--- config.mk ---
export PLATFORM = sky130hd
export DESIGN_NAME = stepatt_ctrl
export DESIGN_NICKNAME = d
export VERILOG_FILES = /design/src/rtl/stepatt_pkg.sv /design/src/rtl/stepatt_sync.sv /design/src/rtl/stepatt_shreg.sv /design/src/rtl/stepatt_fsm.sv /design/src/rtl/stepatt_ctrl.sv
export SDC_FILE = /design/constraint.sdc
export NUM_CORES = 1
export LEC_CHECK = 0
export ABC_AREA = 1
export BUFFER_PORTS_ARGS = -buffer_cell sky130_fd_sc_hd__clkbuf_2
export CORE_UTILIZATION = 50
export CTS_CLUSTER_DIAMETER = 200
export DETAILED_ROUTE_END_ITERATION = 10
export PLACE_DENSITY = 0.66
export SLEW_MARGIN = 25
export SYNTH_ARGS = -nofsm -noshare
export SYNTH_HDL_FRONTEND = slang
export SYNTH_SLANG_ARGS = --single-unit
--- constraint.sdc ---
create_clock -name clk -period 2.5 [get_ports clk]
set_clock_uncertainty 0.1 [all_clocks]
set_input_delay 0.25 -clock clk [delete_from_list [all_inputs] [get_ports clk]]
set_output_delay 0.25 -clock clk [all_outputs]
set_load 0.02 [all_outputs]
--- src/rtl/stepatt_pkg.sv ---
package stepatt_pkg;

    typedef enum logic [1:0] {
        ST_BOOT = 2'd0,
        ST_HOLD = 2'd1,
        ST_PAR  = 2'd2,
        ST_SER  = 2'd3
    } att_state_t;

    // bit positions inside the synchronized input bundle
    localparam int unsigned IX_SDAT = 0;
    localparam int unsigned IX_SCK  = 1;
    localparam int unsigned IX_LE   = 2;
    localparam int unsigned IX_MODE = 3;
    localparam int unsigned IX_PAR  = 4;

endpackage

--- src/rtl/stepatt_sync.sv ---
module stepatt_sync #(
    parameter int unsigned W      = 10,
    parameter int unsigned STAGES = 2
) (
    input  logic         clk,
    input  logic         rst_n,
    input  logic [W-1:0] d_i,
    output logic [W-1:0] q_o
);
    logic [W-1:0] pipe [STAGES];

    always_ff @(posedge clk or negedge rst_n) begin
        if (!rst_n) pipe[0] <= '0;
        else        pipe[0] <= d_i;
    end

    for (genvar s = 1; s < STAGES; s++) begin : g_stage
        always_ff @(posedge clk or negedge rst_n) begin
            if (!rst_n) pipe[s] <= '0;
            else        pipe[s] <= pipe[s-1];
        end
    end

    assign q_o = pipe[STAGES-1];
endmodule

--- src/rtl/stepatt_shreg.sv ---
module stepatt_shreg #(
    parameter int unsigned W = 8
) (
    input  logic         clk,
    input  logic         rst_n,
    input  logic         shift_i,
    input  logic         din_i,
    output logic [W-1:0] word_o
);
    always_ff @(posedge clk or negedge rst_n) begin
        if (!rst_n)       word_o <= '1;
        else if (shift_i) word_o <= {din_i, word_o[W-1:1]};
    end

    AST_SHIFT_IN: assert property (@(posedge clk) disable iff (!rst_n)
        shift_i |=> (word_o[W-1] == $past(din_i)) && (word_o[W-2:0] == $past(word_o[W-1:1])));
    AST_SHIFT_IDLE: assert property (@(posedge clk) disable iff (!rst_n)
        !shift_i |=> $stable(word_o));
endmodule

--- src/rtl/stepatt_fsm.sv ---
module stepatt_fsm
    import stepatt_pkg::*;
#(
    parameter int unsigned ATT_W    = 6,
    parameter int unsigned WORD_W   = 8,
    parameter int unsigned BOOT_CYC = 3,
    parameter int unsigned HOLD_CYC = 50000
) (
    input  logic                     clk,
    input  logic                     rst_n,
    input  logic                     mode_s,
    input  logic                     le_s,
    input  logic                     sck_s,
    input  logic [ATT_W-1:0]         par_s,
    input  logic [WORD_W-1:0]        word_i,
    output logic                     shift_o,
    output logic [ATT_W-1:0]         atten_o,
    output logic [WORD_W-ATT_W-1:0]  ctl_o,
    output logic                     par_ok_o,
    output logic                     hold_o
);
    localparam int unsigned CTL_W  = WORD_W - ATT_W;
    localparam int unsigned CNT_MX = (HOLD_CYC > BOOT_CYC) ? HOLD_CYC : BOOT_CYC;
    localparam int unsigned CNT_W  = $clog2(CNT_MX + 1);
    localparam logic [CNT_W-1:0] BOOT_LAST = CNT_W'(BOOT_CYC - 1);
    localparam logic [CNT_W-1:0] HOLD_LAST = CNT_W'(HOLD_CYC - 1);
    localparam logic [ATT_W-1:0] ATT_MAX   = '1;

    att_state_t       st, st_nx;
    logic [CNT_W-1:0] cnt;
    logic             le_q, sck_q;
    logic             le_fall, sck_rise;

    // edge history of the synchronized strobes
    always_ff @(posedge clk or negedge rst_n) begin
        if (!rst_n) begin
            le_q  <= 1'b0;
            sck_q <= 1'b0;
        end else begin
            le_q  <= le_s;
            sck_q <= sck_s;
        end
    end

    assign le_fall  = le_q & ~le_s;
    assign sck_rise = sck_s & ~sck_q;
    assign shift_o  = sck_rise && (st == ST_SER);
    assign hold_o   = (st == ST_HOLD);

    // next-state decision
    always_comb begin
        st_nx = st;
        unique case (st)
            ST_BOOT: if (cnt == BOOT_LAST) begin
                         if (mode_s)    st_nx = ST_SER;
                         else if (le_s) st_nx = ST_HOLD;
                         else           st_nx = ST_PAR;
                     end
            ST_HOLD: if (cnt == HOLD_LAST) st_nx = mode_s ? ST_SER : ST_PAR;
            ST_PAR:  if (mode_s)  st_nx = ST_SER;
            ST_SER:  if (!mode_s) st_nx = ST_PAR;
            default: st_nx = ST_BOOT;
        endcase
    end

    // state register and interval counter
    always_ff @(posedge clk or negedge rst_n) begin
        if (!rst_n) begin
            st  <= ST_BOOT;
            cnt <= '0;
        end else begin
            st <= st_nx;
            if (st_nx != st)                          cnt <= '0;
            else if (st == ST_BOOT || st == ST_HOLD)  cnt <= cnt + 1'b1;
        end
    end

    // output register
    always_ff @(posedge clk or negedge rst_n) begin
        if (!rst_n) begin
            atten_o  <= ATT_MAX;
            ctl_o    <= '1;
            par_ok_o <= 1'b0;
        end else begin
            unique case (st)
                ST_BOOT, ST_HOLD: atten_o <= ATT_MAX;
                ST_PAR:  if (le_s) atten_o <= par_s;
                ST_SER:  if (le_fall) begin
                             atten_o  <= word_i[ATT_W-1:0];
                             ctl_o    <= word_i[WORD_W-1:ATT_W];
                             par_ok_o <= ~word_i[WORD_W-1];
                         end
                default: atten_o <= ATT_MAX;
            endcase
        end
    end

    AST_HOLD_MAX: assert property (@(posedge clk) disable iff (!rst_n)
        (st == ST_HOLD) |=> (atten_o == ATT_MAX));
    AST_HOLD_BOUND: assert property (@(posedge clk) disable iff (!rst_n)
        (st == ST_HOLD) |-> (cnt < CNT_W'(HOLD_CYC)));
    AST_LAT_KEEP: assert property (@(posedge clk) disable iff (!rst_n)
        (st == ST_PAR && !le_s) |=> $stable(atten_o));
    AST_DIR_FOLLOW: assert property (@(posedge clk) disable iff (!rst_n)
        (st == ST_PAR && le_s) |=> (atten_o == $past(par_s)));
    AST_SER_KEEP: assert property (@(posedge clk) disable iff (!rst_n)
        (st == ST_SER && !le_fall) |=> ($stable(atten_o) && $stable(ctl_o) && $stable(par_ok_o)));
    AST_SER_LOAD: assert property (@(posedge clk) disable iff (!rst_n)
        (st == ST_SER && le_fall) |=> (atten_o == $past(word_i[ATT_W-1:0])));
    AST_OK_TRACK: assert property (@(posedge clk) disable iff (!rst_n)
        (st == ST_SER && le_fall) |=> (par_ok_o == !$past(word_i[WORD_W-1])));
    AST_NO_PAR_SHIFT: assert property (@(posedge clk) disable iff (!rst_n)
        (st != ST_SER) |-> !shift_o);
    AST_CTL_W: assert final (CTL_W >= 1);
endmodule

--- src/rtl/stepatt_ctrl.sv ---
module stepatt_ctrl
    import stepatt_pkg::*;
#(
    parameter int unsigned CLK_HZ      = 125_000_000,
    parameter int unsigned HOLD_US     = 400,
    parameter int unsigned SYNC_STAGES = 2,
    parameter int unsigned ATT_W       = 6,
    parameter int unsigned WORD_W      = 8
) (
    input  logic                    clk,
    input  logic                    rst_n,
    input  logic                    mode_i,
    input  logic                    lat_en_i,
    input  logic                    ser_clk_i,
    input  logic                    ser_dat_i,
    input  logic [ATT_W-1:0]        par_i,
    output logic [ATT_W-1:0]        atten_o,
    output logic [WORD_W-ATT_W-1:0] ctl_o,
    output logic                    par_ok_o,
    output logic                    hold_o
);
    localparam int unsigned BUS_W    = IX_PAR + ATT_W;
    localparam int unsigned HOLD_CYC = (CLK_HZ / 1_000_000) * HOLD_US;
    localparam int unsigned BOOT_CYC = SYNC_STAGES + 1;

    logic [BUS_W-1:0]  raw, syn;
    logic [WORD_W-1:0] word;
    logic              shift;

    assign raw = {par_i, mode_i, lat_en_i, ser_clk_i, ser_dat_i};

    stepatt_sync #(.W(BUS_W), .STAGES(SYNC_STAGES)) u_sync (
        .clk   (clk),
        .rst_n (rst_n),
        .d_i   (raw),
        .q_o   (syn)
    );

    stepatt_shreg #(.W(WORD_W)) u_shreg (
        .clk     (clk),
        .rst_n   (rst_n),
        .shift_i (shift),
        .din_i   (syn[IX_SDAT]),
        .word_o  (word)
    );

    stepatt_fsm #(
        .ATT_W    (ATT_W),
        .WORD_W   (WORD_W),
        .BOOT_CYC (BOOT_CYC),
        .HOLD_CYC (HOLD_CYC)
    ) u_fsm (
        .clk      (clk),
        .rst_n    (rst_n),
        .mode_s   (syn[IX_MODE]),
        .le_s     (syn[IX_LE]),
        .sck_s    (syn[IX_SCK]),
        .par_s    (syn[IX_PAR +: ATT_W]),
        .word_i   (word),
        .shift_o  (shift),
        .atten_o  (atten_o),
        .ctl_o    (ctl_o),
        .par_ok_o (par_ok_o),
        .hold_o   (hold_o)
    );
endmodule

==> implementation parameters <==
Parameter                              Value

Outcome
  Run status    completed

Placement
  Detailed placement HPWL    3000 um
  Standard cell area after detailed placement    about 2700 um2
  Final GP Congestion    between 0.8 and 0.9
  Worst slack after detailed placement    approximately 0.47 ns
  IO buf count    21

Critical path
  CP max stage cell    sky130_fd_sc_hd__dfrtp_1
  CP cell instances    inv_1, nand2_1, nor2_1, nand3_1, nand4_4, nand2_4, nand2_4, nor3_1
  Maximum net fanout on the critical path    13
  Slowest stage delay, CP    0.51 ns
  Critical path class    reg -> reg
  Number of buffers and inverters on the critical path    1
  Critical path launch point type    register
  WP data arrival    roughly 2.1 ns
  Cell with the most instances on the worst path    sky130_fd_sc_hd__nand2_4
  Required @ worst endpoint    2.60 ns
  CP delay by family, top    simple AND/OR/NAND/NOR gates
  Critical path capture point type    register

GRT
  Via count of the first global-routing pass    around 1,600
  Global-route wire length before repair    between 7000 and 8000 um
  Initial antenna violation count    0
  Pin count of the biggest net entering global routing    32
  Overall overflow remaining after global route    0
  Total global-route track usage    around a fifth

Clocking
  Number of hold buffers added after CTS    11
  Deepest clock path buffer count    2
  Clock latency at the later pin of the worst-skew pair    between 0.3 and 0.4 ns
  Number of buffers added for setup after CTS    0
  Post-CTS resize count    0
  Clock-pin slew reported for the worst setup and hold paths after clock tree synthesis    0.06 ns
  Clock tree from TritonCTS    yes
  Number of buffers created by CTS    9
  Clock H-tree levels    3
  Clock sink count    57
  CTS Root Cell    sky130_fd_sc_hd__clkbuf_8

Drt
  Number of design rule violations left after detail routing    0
  Initial detailed-routing violation count    43
  Post-detailed-routing wire length    approximately 4300 um
  Vias per cell    about 4.7
  DRT antenna net count    0
  Detail-routed net length per standard cell    11.7 um
  Number of iterations in the first detailed-routing pass    4
  Vias after detailed routing    around 1,700

Yosys
  Seq/Total Area, Yosys    57.8%
  Synth async-reset ratio    100%
  Primary FF master, synth    sky130_fd_sc_hd__dfrtp_1
  Number of nets produced by synthesis    around 270
  Summed instance area of the synthesized netlist    roughly 2500 um2
  Gate count of the mapped netlist    approximately 250
  Number of enable-type register cells in the synthesized netlist    0
  Syn Area/Cell    slightly below 10 um2
  Yosys warning total    0
  Netlist cell types    30
  Yosys reg bits    57

Timing
  Count of endpoints failing setup in the final report    0
  Rel. slew slack    51.7%
  Max Fclk    491 MHz
  Max-slew violation total from the final report    0
  Transition time at the pin with the least slew margin    between 0.7 and 0.8 ns
  Setup slack after layout    around 0.46 ns
  Clock period minus worst slack    slightly above 2 ns
  Final Hold Viols    0
  Setup repair after global routing missed its margin    false
  Final cycle utilization of the critical path    81.5%
  Final setup TNS    0 ns

Final layout
  Count of inserted antenna diode cells    0
  Fill cell count    around 430
  Most frequent cells in the layout    sky130_fd_sc_hd__nand2_1 (45), sky130_fd_sc_hd__dfrtp_1 (41), sky130_fd_sc_hd__nor2_1 (31)
  Post-layout nets    a little over 300
  Most frequent standard cell in the layout excluding fill and tap cells    sky130_fd_sc_hd__nand2_1
  Layout cell share with drive strength beyond 1    26.8%
  Final Cell Area    approximately 3000 um2
  Layout area overhead    18.4%

Floorplan
  Number of standard-cell rows in the floorplan    25
  Die Footprint    between 5000 and 6000 um2
  Initial core utilization    a little over half
  I/O pin count    22
  Overall die width    a little over 70 um
  Core Region    ~4800 um2
  Vertical die dimension    just over 70 um

Pwr
  Power density of the placed cells    between 900 and 1000 nW/um2
  Highest ir drop seen on vdd    around 0.52 mV
  Static Leakage    around 0.0013 uW

Min path
  Type of the tightest min-delay check    reg -> reg

Run
  MaxCap Viol Count    0
layout make-up:
class                           count  area [um2]  share of cell area (%)
Inverter                           25        93.8                    3.17
Clock inverter                      4        27.5                   0.930
Tap cell                           67        83.8                    2.83
Clock buffer                       12         155                    5.24
Timing Repair Buffer               35         238                    8.03
Sequential cell                    57        1450                    48.9
Multi-Input combinational cell    165         916                    30.9
synth_stat cells, types with 3 or more instances:
cell / count / share of area, %
sky130_fd_sc_hd__nor3_1: 5 / 1.0
sky130_fd_sc_hd__nand2_1: 45 / 6.8
sky130_fd_sc_hd__dfrtp_1: 41 / 41
sky130_fd_sc_hd__nand2_2: 3 / 0.75
sky130_fd_sc_hd__nor3_4: 3 / 2.0
sky130_fd_sc_hd__dfstp_2: 16 / 17
sky130_fd_sc_hd__o22ai_1: 7 / 1.8
sky130_fd_sc_hd__nand2_4: 3 / 1.4
sky130_fd_sc_hd__nor2_4: 3 / 1.4
sky130_fd_sc_hd__nand4_1: 5 / 1.3
sky130_fd_sc_hd__inv_1: 21 / 3.2
sky130_fd_sc_hd__xor2_1: 9 / 3.2
sky130_fd_sc_hd__nand3_1: 17 / 3.4
sky130_fd_sc_hd__inv_2: 3 / 0.45
sky130_fd_sc_hd__nor2_2: 5 / 1.3
sky130_fd_sc_hd__o21ai_0: 15 / 3.0
sky130_fd_sc_hd__a21oi_1: 6 / 1.2
sky130_fd_sc_hd__nor2_1: 31 / 4.7
per-layer routing:
layer | vias to the layer above | routed length, um | track usage [%]
met1 | 781 | 2220 | 26.8
met4 | 0 | 44 | 8.93
met3 | 5 | 125 | 5.80
li1 | 897 | - | -
met2 | 23 | 1870 | 27.1
met5 | - | 0 | 0
power breakdown:
| part | total (uW) | internal, uW | switching (uW) | leakage [uW] |
|---|---|---|---|---|
| clock | 753 | 411 | 341 | 0.0000846 |
| combinational | 751 | 243 | 509 | 0.000578 |
| sequential | 1310 | 1190 | 120 | 0.000681 |
sequential cells by signal, indices dropped and copies added, names as in the netlist:
signal          flops
u_fsm.cnt          16
u_fsm.le_q          1
u_sync.q_o         10
u_fsm.st            2
u_fsm.atten_o       6
u_sync.pipe        10
u_fsm.ctl_o         2
u_fsm.par_ok_o      1
u_shreg.word_o      8
u_fsm.sck_q         1
kinds of logic after synthesis:
group                    Yosys count  share of synthesized area [%]
AND/OR/NAND/NOR                  123                           25.3
multiplexers                       1                          0.450
adder cells (fa/ha/maj)            2                           1.00
flip-flops                        57                           57.8
XOR/XNOR                           9                           3.15
buffers and inverters             31                           5.55
AO/OA/AOI/OAI                     30                           6.75
stage by stage:
step | hold slack (ns) | std cells | power [uW] | utilization (%)
final | 0.248 | 365 | 2810 | 62.3
after CTS | 0.252 | 365 | 2850 | 62.3
after global routing | 0.264 | 365 | 3010 | 62.3
after floorplan | -0.146 | 253 | 1900 | -
after detailed placement | 0.237 | 338 | 2070 | 56.1
after global placement | 0.227 | 338 | 2050 | 56.1
worst paths after layout:
path / end / slack, ns / startpoint / cells past startpoint
setup / recovery: u_fsm.cnt[13] / 0.46 / u_fsm.st[1] / 8
hold / removal: u_sync.q_o[6] / 0.25 / u_sync.pipe[16] / 0
setup reg to reg: u_fsm.cnt[13] / 0.46 / u_fsm.st[1] / 8
hold reg to reg: u_sync.q_o[6] / 0.25 / u_sync.pipe[16] / 0
max in group asynchronous: u_shreg.word_o[6] / 1.15 / rst_n / 3
min in group asynchronous: u_sync.pipe[11] / 0.41 / rst_n / 2
Note: power is estimated with default switching activity, not from simulation.
